<file path="src/rtl/dca_pkg.sv">
package dca_pkg;
    // Queue positions in the ready and grant vectors
    localparam int Q_TXN = 0;
    localparam int Q_PER = 1;
    localparam int Q_ASY = 2;
    localparam int NUM_Q = 3;
    // Credit series indices
    localparam int SER_T1 = 0;
    localparam int SER_T2 = 1;
    localparam int NUM_SER = 2;
    // Bit of the return command that selects the series
    localparam int RET_SER_BIT = 2;
endpackage

</file>
<file path="src/rtl/dca_credit_pool.sv">
// Credit pool for one traffic class.
// Tracks the remote credits, checks the in-order return index, and times
// outstanding credits. Assumes consume is asserted only while avail is high.
module dca_credit_pool #(
    parameter int CREDITS        = 4,
    parameter int TIMEOUT_CYCLES = 255,
    localparam int IDX_W = (CREDITS > 1) ? $clog2(CREDITS) : 1,
    localparam int CNT_W = $clog2(CREDITS + 1),
    localparam int TMR_W = $clog2(TIMEOUT_CYCLES + 1)
) (
    input  logic             clk,
    input  logic             rst_n,
    input  logic             consume,
    input  logic             ret_valid,
    input  logic [IDX_W-1:0] ret_idx,
    output logic             avail,
    output logic [CNT_W-1:0] count,
    output logic             timeout,
    output logic             proto_err
);
    localparam logic [CNT_W-1:0] FULL  = CNT_W'(CREDITS);
    localparam logic [TMR_W-1:0] LIMIT = TMR_W'(TIMEOUT_CYCLES);
    localparam logic [IDX_W-1:0] LAST  = IDX_W'(CREDITS - 1);

    logic [IDX_W-1:0] exp_idx;
    logic [TMR_W-1:0] timer;
    logic             ret_ok;

    assign ret_ok  = ret_valid && (ret_idx == exp_idx) && (count != FULL);
    assign avail   = (count != '0);
    assign timeout = (timer == LIMIT);

    // Credit count: add an accepted return, subtract a launch
    always_ff @(posedge clk) begin
        if (!rst_n)                 count <= FULL;
        else if (ret_ok && !consume) count <= count + 1'b1;
        else if (!ret_ok && consume) count <= count - 1'b1;
    end

    // Next expected return index, wrapping at CREDITS
    always_ff @(posedge clk) begin
        if (!rst_n)      exp_idx <= '0;
        else if (ret_ok) exp_idx <= (exp_idx == LAST) ? '0 : exp_idx + 1'b1;
    end

    // Sticky flag for rejected returns
    always_ff @(posedge clk) begin
        if (!rst_n)                    proto_err <= 1'b0;
        else if (ret_valid && !ret_ok) proto_err <= 1'b1;
    end

    // Timer for outstanding credits, saturating at the limit
    always_ff @(posedge clk) begin
        if (!rst_n)                 timer <= '0;
        else if (ret_ok)            timer <= '0;
        else if (count == FULL)     timer <= '0;
        else if (timer != LIMIT)    timer <= timer + 1'b1;
    end
endmodule

</file>
<file path="src/rtl/dca_prio_pick.sv">
// Fixed-priority selection among the queues that have credit.
// Order: transaction, then periodic data, then asynchronous data.
// Purely combinational; the caller samples it only when idle.
module dca_prio_pick
    import dca_pkg::*;
(
    input  logic [NUM_Q-1:0]   ready,
    input  logic [NUM_SER-1:0] avail,
    output logic [NUM_Q-1:0]   pick
);
    logic [NUM_Q-1:0] eligible;

    // Mask each queue with its own class's credit availability
    always_comb begin
        eligible        = '0;
        eligible[Q_TXN] = ready[Q_TXN] & avail[SER_T1];
        eligible[Q_PER] = ready[Q_PER] & avail[SER_T1];
        eligible[Q_ASY] = ready[Q_ASY] & avail[SER_T2];
    end

    // Keep only the highest-priority eligible queue
    always_comb begin
        pick = '0;
        if (eligible[Q_TXN])      pick[Q_TXN] = 1'b1;
        else if (eligible[Q_PER]) pick[Q_PER] = 1'b1;
        else if (eligible[Q_ASY]) pick[Q_ASY] = 1'b1;
    end
endmodule

</file>
<file path="src/rtl/dual_class_launch_arb.sv">
// Launch arbiter with two credit classes.
// Grants one queue at a time and holds the grant until end_of_pkt.
// Charges the credit on the granting edge and routes credit returns by
// ret_cmd bit 2. Assumes end_of_pkt is sampled only while a grant is high.
module dual_class_launch_arb
    import dca_pkg::*;
#(
    parameter int CREDITS        = 4,
    parameter int TIMEOUT_CYCLES = 255,
    localparam int IDX_W = (CREDITS > 1) ? $clog2(CREDITS) : 1,
    localparam int CNT_W = $clog2(CREDITS + 1)
) (
    input  logic               clk,
    input  logic               rst_n,
    input  logic [NUM_Q-1:0]   queue_ready,
    input  logic               end_of_pkt,
    input  logic               ret_valid,
    input  logic [IDX_W:0]     ret_cmd,
    output logic [NUM_Q-1:0]   queue_grant,
    output logic [NUM_SER-1:0] credit_timeout,
    output logic [NUM_SER-1:0] credit_err
);
    logic [NUM_Q-1:0]   pick;
    logic [NUM_SER-1:0] avail;
    logic [NUM_SER-1:0] consume;
    logic [CNT_W-1:0]   pool_cnt [NUM_SER];
    logic               busy;

    assign busy = |queue_grant;

    // Credit charge per class on the granting edge
    assign consume[SER_T1] = !busy && (pick[Q_TXN] || pick[Q_PER]);
    assign consume[SER_T2] = !busy && pick[Q_ASY];

    dca_prio_pick u_pick (
        .ready (queue_ready),
        .avail (avail),
        .pick  (pick)
    );

    // One pool per credit series
    for (genvar s = 0; s < NUM_SER; s++) begin : g_pool
        dca_credit_pool #(
            .CREDITS        (CREDITS),
            .TIMEOUT_CYCLES (TIMEOUT_CYCLES)
        ) u_pool (
            .clk       (clk),
            .rst_n     (rst_n),
            .consume   (consume[s]),
            .ret_valid (ret_valid && (ret_cmd[IDX_W] == 1'(s))),
            .ret_idx   (ret_cmd[IDX_W-1:0]),
            .avail     (avail[s]),
            .count     (pool_cnt[s]),
            .timeout   (credit_timeout[s]),
            .proto_err (credit_err[s])
        );
    end

    // Grant register: choose when idle, release on end of packet
    always_ff @(posedge clk) begin
        if (!rst_n)                  queue_grant <= '0;
        else if (busy && end_of_pkt) queue_grant <= '0;
        else if (!busy)              queue_grant <= pick;
    end
endmodule

</file>
<file path="config.mk">
export PLATFORM = sky130hd
export DESIGN_NAME = dual_class_launch_arb
export DESIGN_NICKNAME = d
export VERILOG_FILES = /design/src/rtl/dca_pkg.sv /design/src/rtl/dca_credit_pool.sv /design/src/rtl/dca_prio_pick.sv /design/src/rtl/dual_class_launch_arb.sv
export SDC_FILE = /design/constraint.sdc
export NUM_CORES = 1
export LEC_CHECK = 0
export ABC_AREA = 1
export BUFFER_PORTS_ARGS = -buffer_cell sky130_fd_sc_hd__buf_2
export CAP_MARGIN = 20
export CORE_MARGIN = 10
export CORE_UTILIZATION = 35
export CTS_CLUSTER_SIZE = 20
export DETAILED_ROUTE_END_ITERATION = 10
export GPL_ROUTABILITY_DRIVEN = 1
export SYNTH_ARGS = -nofsm -noshare
export SYNTH_HDL_FRONTEND = slang
export SYNTH_SLANG_ARGS = --single-unit
export TNS_END_PERCENT = 10
</file>
<file path="constraint.sdc">
create_clock -name clk -period 5.5 [get_ports clk]
set_clock_uncertainty 0.2 [all_clocks]
set_input_delay 0.55 -clock clk [delete_from_list [all_inputs] [get_ports clk]]
set_output_delay 0.55 -clock clk [all_outputs]
set_load 0.05 [all_outputs]
</file>
# Yosys cells after proc, flatten, opt, wreduce, memory -nomap -nowiden
# Cells that the tools add are included.
# totals
ff_bits	31
latch_bits	0
ram_bits	0
rom_bits	0
inputBits	10
out_inout_bits	7
word_cells	74
memories	0
# classes
add_sub_neg	8
n_mul	0
n_div	0
order_cmp	0
eq_ne	12
shifts	0
n_mux	11
bitwise	5
reduce_logical	29
# ops
operator	count
8-bit by 1-bit adder with 8-bit output (second input constant)	2
8-bit equality test (second input constant)	2
8-bit inequality test (second input constant)	2
1-bit logical AND	15
3-bit 2-to-1 mux	4
3-bit OR reduction	3
3-bit by 1-bit adder with 3-bit output (second input constant)	2
3-bit equality test (second input constant)	2
2-bit 2-to-1 mux	3
3-bit inequality test (second input constant)	2
3-bit nonzero test	2
3-bit by 1-bit subtractor with 3-bit output (second input constant)	2
1-bit logical NOT	5
2-bit by 1-bit adder with 2-bit output (second input constant)	2
2-bit equality test	2
2-bit equality test (second input constant)	2
1-bit 2-to-1 mux	4
2-bit nonzero test	2
1-bit bitwise AND	3
1-bit inverter	2
2-bit OR reduction	1
1-bit logical OR	1

# Depth between registers and ports, before layout
# depth
depth_word	10
ltp_mapped	12
mapped_depth_nobuf	12

# Hierarchy
# A second synthesis with hierarchy kept.
# unflattened
cells_unflattened	280
hier_area_um2	2029.4
# modules_own_cells
mod	instances	cells_each	area_per_inst_um2	seq_area_each_um2
dca_credit_pool	2	123	917.1	280.3
dual_class_launch_arb	1	26	162.7	60.1
dca_prio_pick	1	8	32.5	0.0

# Least setup slack after synthesis
# Ideal clock, no wire load.
# synth_timing
path_type	register to register
start	register queue_grant[0]
end	register g_pool[1].u_pool.count[2]
arrival_time_ps	1866
setup_slack_ps	3311
stages_incl_launch_ff	12
path_buffers	0
synth_period_minus_slack_ps	2189
cell_sequence	dfxtp_1 -> nor2_1 -> nand2_1 -> nor2_1 -> nand3_1 -> ha_1 -> inv_1 -> fa_1 -> nor2_1 -> nor2_1 -> a21oi_1 -> o21ai_0
# synth_between
elab_chain_len	6
elab_cells_between_ends	8
classes_between	1 x mux; 7 x reduce/logical
# synth_lines
item	line	source
from (decl)	dual_class_launch_arb.sv:19	output logic [NUM_Q-1:0] queue_grant,
from (signal assigned)	dual_class_launch_arb.sv:63	else if (!busy) queue_grant <= pick;
3-bit OR reduction (*)	dual_class_launch_arb.sv:29	assign busy = |queue_grant;
1-bit logical NOT (*)	n/a	
1-bit logical AND (*)	dual_class_launch_arb.sv:33	assign consume[SER_T2] = !busy && pick[Q_ASY];
1-bit logical NOT	dca_credit_pool.sv:36	else if (ret_ok && !consume) count <= count + 1'b1;
1-bit logical AND	dca_credit_pool.sv:36	
3-bit 2-to-1 mux / 2-bit nonzero test (equally long branches)	n/a	
to (signal assigned)	dca_credit_pool.sv:36	
to (signal assigned)	dca_credit_pool.sv:37	else if (!ret_ok && consume) count <= count - 1'b1;
to (decl)	dca_credit_pool.sv:17	output logic [CNT_W-1:0] count,
# Every way passes the cells marked *; elsewhere a longest branch is shown, timed or not.
# A chain may end at the register's enable or synchronous reset.

# Worst setup path after layout
# layout_timing
start	register g_pool[0].u_pool.timer[0]
end	output credit_timeout[0]
# layout_between
elab_chain_len	1
# layout_lines
item	line	source
from (decl)	dca_credit_pool.sv:26	logic [TMR_W-1:0] timer;
from (signal assigned)	dca_credit_pool.sv:57	else if (timer != LIMIT) timer <= timer + 1'b1;
8-bit equality test	dca_credit_pool.sv:31	assign timeout = (timer == LIMIT);
to (decl)	dual_class_launch_arb.sv:20	output logic [NUM_SER-1:0] credit_timeout,
# No other way between the ends.

==> results by group <==
Pwr
  – Switching share of power: 0.3808
  – Psw: ~0.26 mW
  – VDD IR max: approximately 0.2 mV
  – Power Density: around 340 nW/um^2
  – Pwr Total: roughly 0.69 mW
  – Design internal power: between 0.4 and 0.5 mW
  – Static leakage: a little under 1 nW
  – Seq pwr share: 0.418
  – Comb power frac: 0.335
  – Clock Power Share: 0.247

Detailed routing
  – DRC: 0
  – Routed wire length: between 3000 and 4000 um
  – Via count: 1524
  – Routed vias/inst: roughly 4.3
  – DRT Pass-1 Iters: 4
  – DR iter-0 viols: 56
  – Wire per inst: 9.232 um
  – Post-route ant nets: 0

Clock tree
  – Clock Latency Late Sink: approximately 280 ps
  – Clk root buf: clkbuf_8
  – PostCTS Resize Cnt: 0
  – CTS sink cnt: 31
  – CTS max path bufs: 2
  – CTS tree: yes
  – Postcts setup bufs: 0
  – Hold_buf cts: 0
  – Cts bufs inserted: 5
  – CTS clk-pin slew, worst paths: around 60 ps
  – Max H-tree Level: 2

Cells and area
  – Most common cell after layout, fill and taps aside: nand2_1
  – Design area: between 2000 and 2500 um^2
  – Fillers: 571
  – Fin util: 0.4024
  – Layout cells sized above 1: 0.2056
  – Ant. Diodes: 0
  – Final layout net count: a little over 300
  – Post-route insts no fill: ~360
  – Synthesis-to-layout area growth: 11.70%
  – Commonest non-fill, non-tap cells in the layout: nand2_1 (51), nor2_1 (46), inv_1 (31), dfxtp_1 (31), nand3_1 (22)

Logic synthesis
  – Synthesized cell area: approximately 1800 um^2
  – Syn nets: approximately 290
  – Cells after Synth: roughly 270
  – Distinct cells, synth: 26
  – Seq/Total Area, Yosys: 0.3395
  – Post-synthesis average cell area: ~7 um^2
  – Synthesis warning total: 0
  – #FFs+latches synth: 31

Global routing
  – Total global routing overflow: 0
  – Initial antenna violation count: 0
  – First-pass GRT wire length: 5761 um
  – GRT Util Overall: 0.08198
  – Pin count of the biggest net entering global routing: 15
  – Vias in the first global route: approximately 1400

Run status
  – Status: completed

Timing
  – Crit path time final: 2290 ps
  – TNS Setup: 0 ps
  – Fin crit share: 0.4164
  – Final setup violation count: 0
  – Fin. max-slew vios: 0
  – Worst Max-Slew Pin Slew: around 260 ps
  – Slew margin rel.: 0.8269
  – RSZ-0062 raised after global routing: no
  – Hold WS: 246.3 ps
  – Min setup slack post-route: roughly 3200 ps
  – Final hold vios: 0
  – Peak Freq: between 400 and 500 MHz

Setup path
  – CP required: between 4000 and 5000 ps
  – WS Path Type: reg -> out
  – Critical path peak fanout: 6
  – Crit end category: output port
  – Critical path arrival: roughly 1500 ps
  – CP Launch Type: register

Placement
  – DP Cell Count: 349
  – DP Worst Slack: 3089 ps
  – Dpl cell area: 1961 um^2
  – HPWL Detailed: approximately 2500 um
  – RD Place Congestion: approximately 0.81
  – Port Buf Inserts: 16

Die
  – Core ar.: ~5100 um^2
  – Io pins: 17
  – Die ar.: 8514 um^2
  – Initial Util: 0.3602
  – Rows: 26
  – Die Y: around 92 um
  – DIE WIDTH: approximately 92 um

Min path
  – Hold/Removal Path Class: reg -> reg

Run
  – Max Cap Viol: 0
[synth_stat cells]
master | n | area (um^2)
ha_1 | 6 | 75.07
nor2_2 | 9 | 56.30
nand2_2 | 7 | 43.79
nand2_1 | 51 | 191.4
nor2_1 | 46 | 172.7
nand4_1 | 2 | 12.51
or2_1 | 1 | 6.260
o21ai_0 | 7 | 35.03
or2_2 | 2 | 12.51
dfxtp_1 | 31 | 620.6
fa_1 | 2 | 40.04
clkinv_4 | 2 | 17.52
nor3_1 | 3 | 15.01
a21oi_1 | 10 | 50.05
o21ai_1 | 4 | 20.02
xor2_1 | 6 | 52.55
buf_4 | 4 | 30.03
inv_1 | 31 | 116.4
a31oi_1 | 1 | 6.260
inv_2 | 9 | 33.78
nor2_4 | 4 | 45.04
nand2_4 | 4 | 45.04
clkinv_1 | 2 | 7.510
buf_2 | 1 | 5.000
nand3_1 | 22 | 110.1
nand3b_1 | 1 | 7.510
[worst paths after layout]
check | start | endpoint | slack (ps) | cells after the start
worst max-delay path | g_pool[0].u_pool.timer[0] | credit_timeout[0] | 3210 | 6
worst min-delay path | g_pool[1].u_pool.proto_err | g_pool[1].u_pool.proto_err | 250 | 2
worst max register to register | g_pool[0].u_pool.count[2] | g_pool[0].u_pool.count[1] | 3370 | 9
worst min register to register | g_pool[1].u_pool.proto_err | g_pool[1].u_pool.proto_err | 250 | 2
[flip-flops by register name, indices dropped and copies added, names as in the netlist]
| register | cells |
|---|---|
| g_pool.u_pool.proto_err | 2 |
| g_pool.u_pool.timer | 16 |
| g_pool.u_pool.exp_idx | 4 |
| g_pool.u_pool.count | 6 |
| queue_grant | 3 |
[critical path, cell delays in order (launching register included)]
cell and delay [ps]:
dfxtp_1 380, ha_1 240, nand2_2 80, nor2_4 140
nand2_4 90, clkinv_4 70, buf_2 260
[cells by family after synthesis]
| family | after synthesis | synth area share |
|---|---|---|
| simple gates | 152 | 0.3929 |
| buf+inv | 49 | 0.1150 |
| flops | 31 | 0.3395 |
| compound gates | 22 | 0.06092 |
| fa+ha+maj | 8 | 0.06297 |
| xor+xnor | 6 | 0.02875 |
[final cells by class]
cell class | count | area, um^2 | area share
Clock inverter | 1 | 5.005 | 0.002451
Sequential cell | 31 | 620.6 | 0.3039
Timing Repair Buffer | 16 | 80.08 | 0.03922
Inverter | 44 | 175.2 | 0.08578
Multi-Input combinational cell | 188 | 997.2 | 0.4884
Clock buffer | 7 | 76.32 | 0.03738
Tap cell | 70 | 87.58 | 0.04289
[power groups by stage]
| stage | Clock (mW) | Combinational (mW) | Sequential [mW] |
|---|---|---|---|
| 4_1_cts | 0.179 | 0.236 | 0.289 |
| 3_3_place_gp | 0 | 0.235 | 0.294 |
| 2_1_floorplan | 0 | 0.175 | 0.306 |
| 6_report | 0.171 | 0.232 | 0.289 |
| 5_1_grt | 0.186 | 0.268 | 0.294 |
| 3_5_place_dp | 0 | 0.234 | 0.294 |
[per-layer routing]
metal  share of wire  vias up  track usage
met2            0.43       21       0.1241
met3           0.041        5      0.03015
met4           0.016        0      0.03470
met5               0        -            0
li1                -      865            -
met1            0.51      633       0.1021
Note: power is estimated with default switching activity, not from simulation.
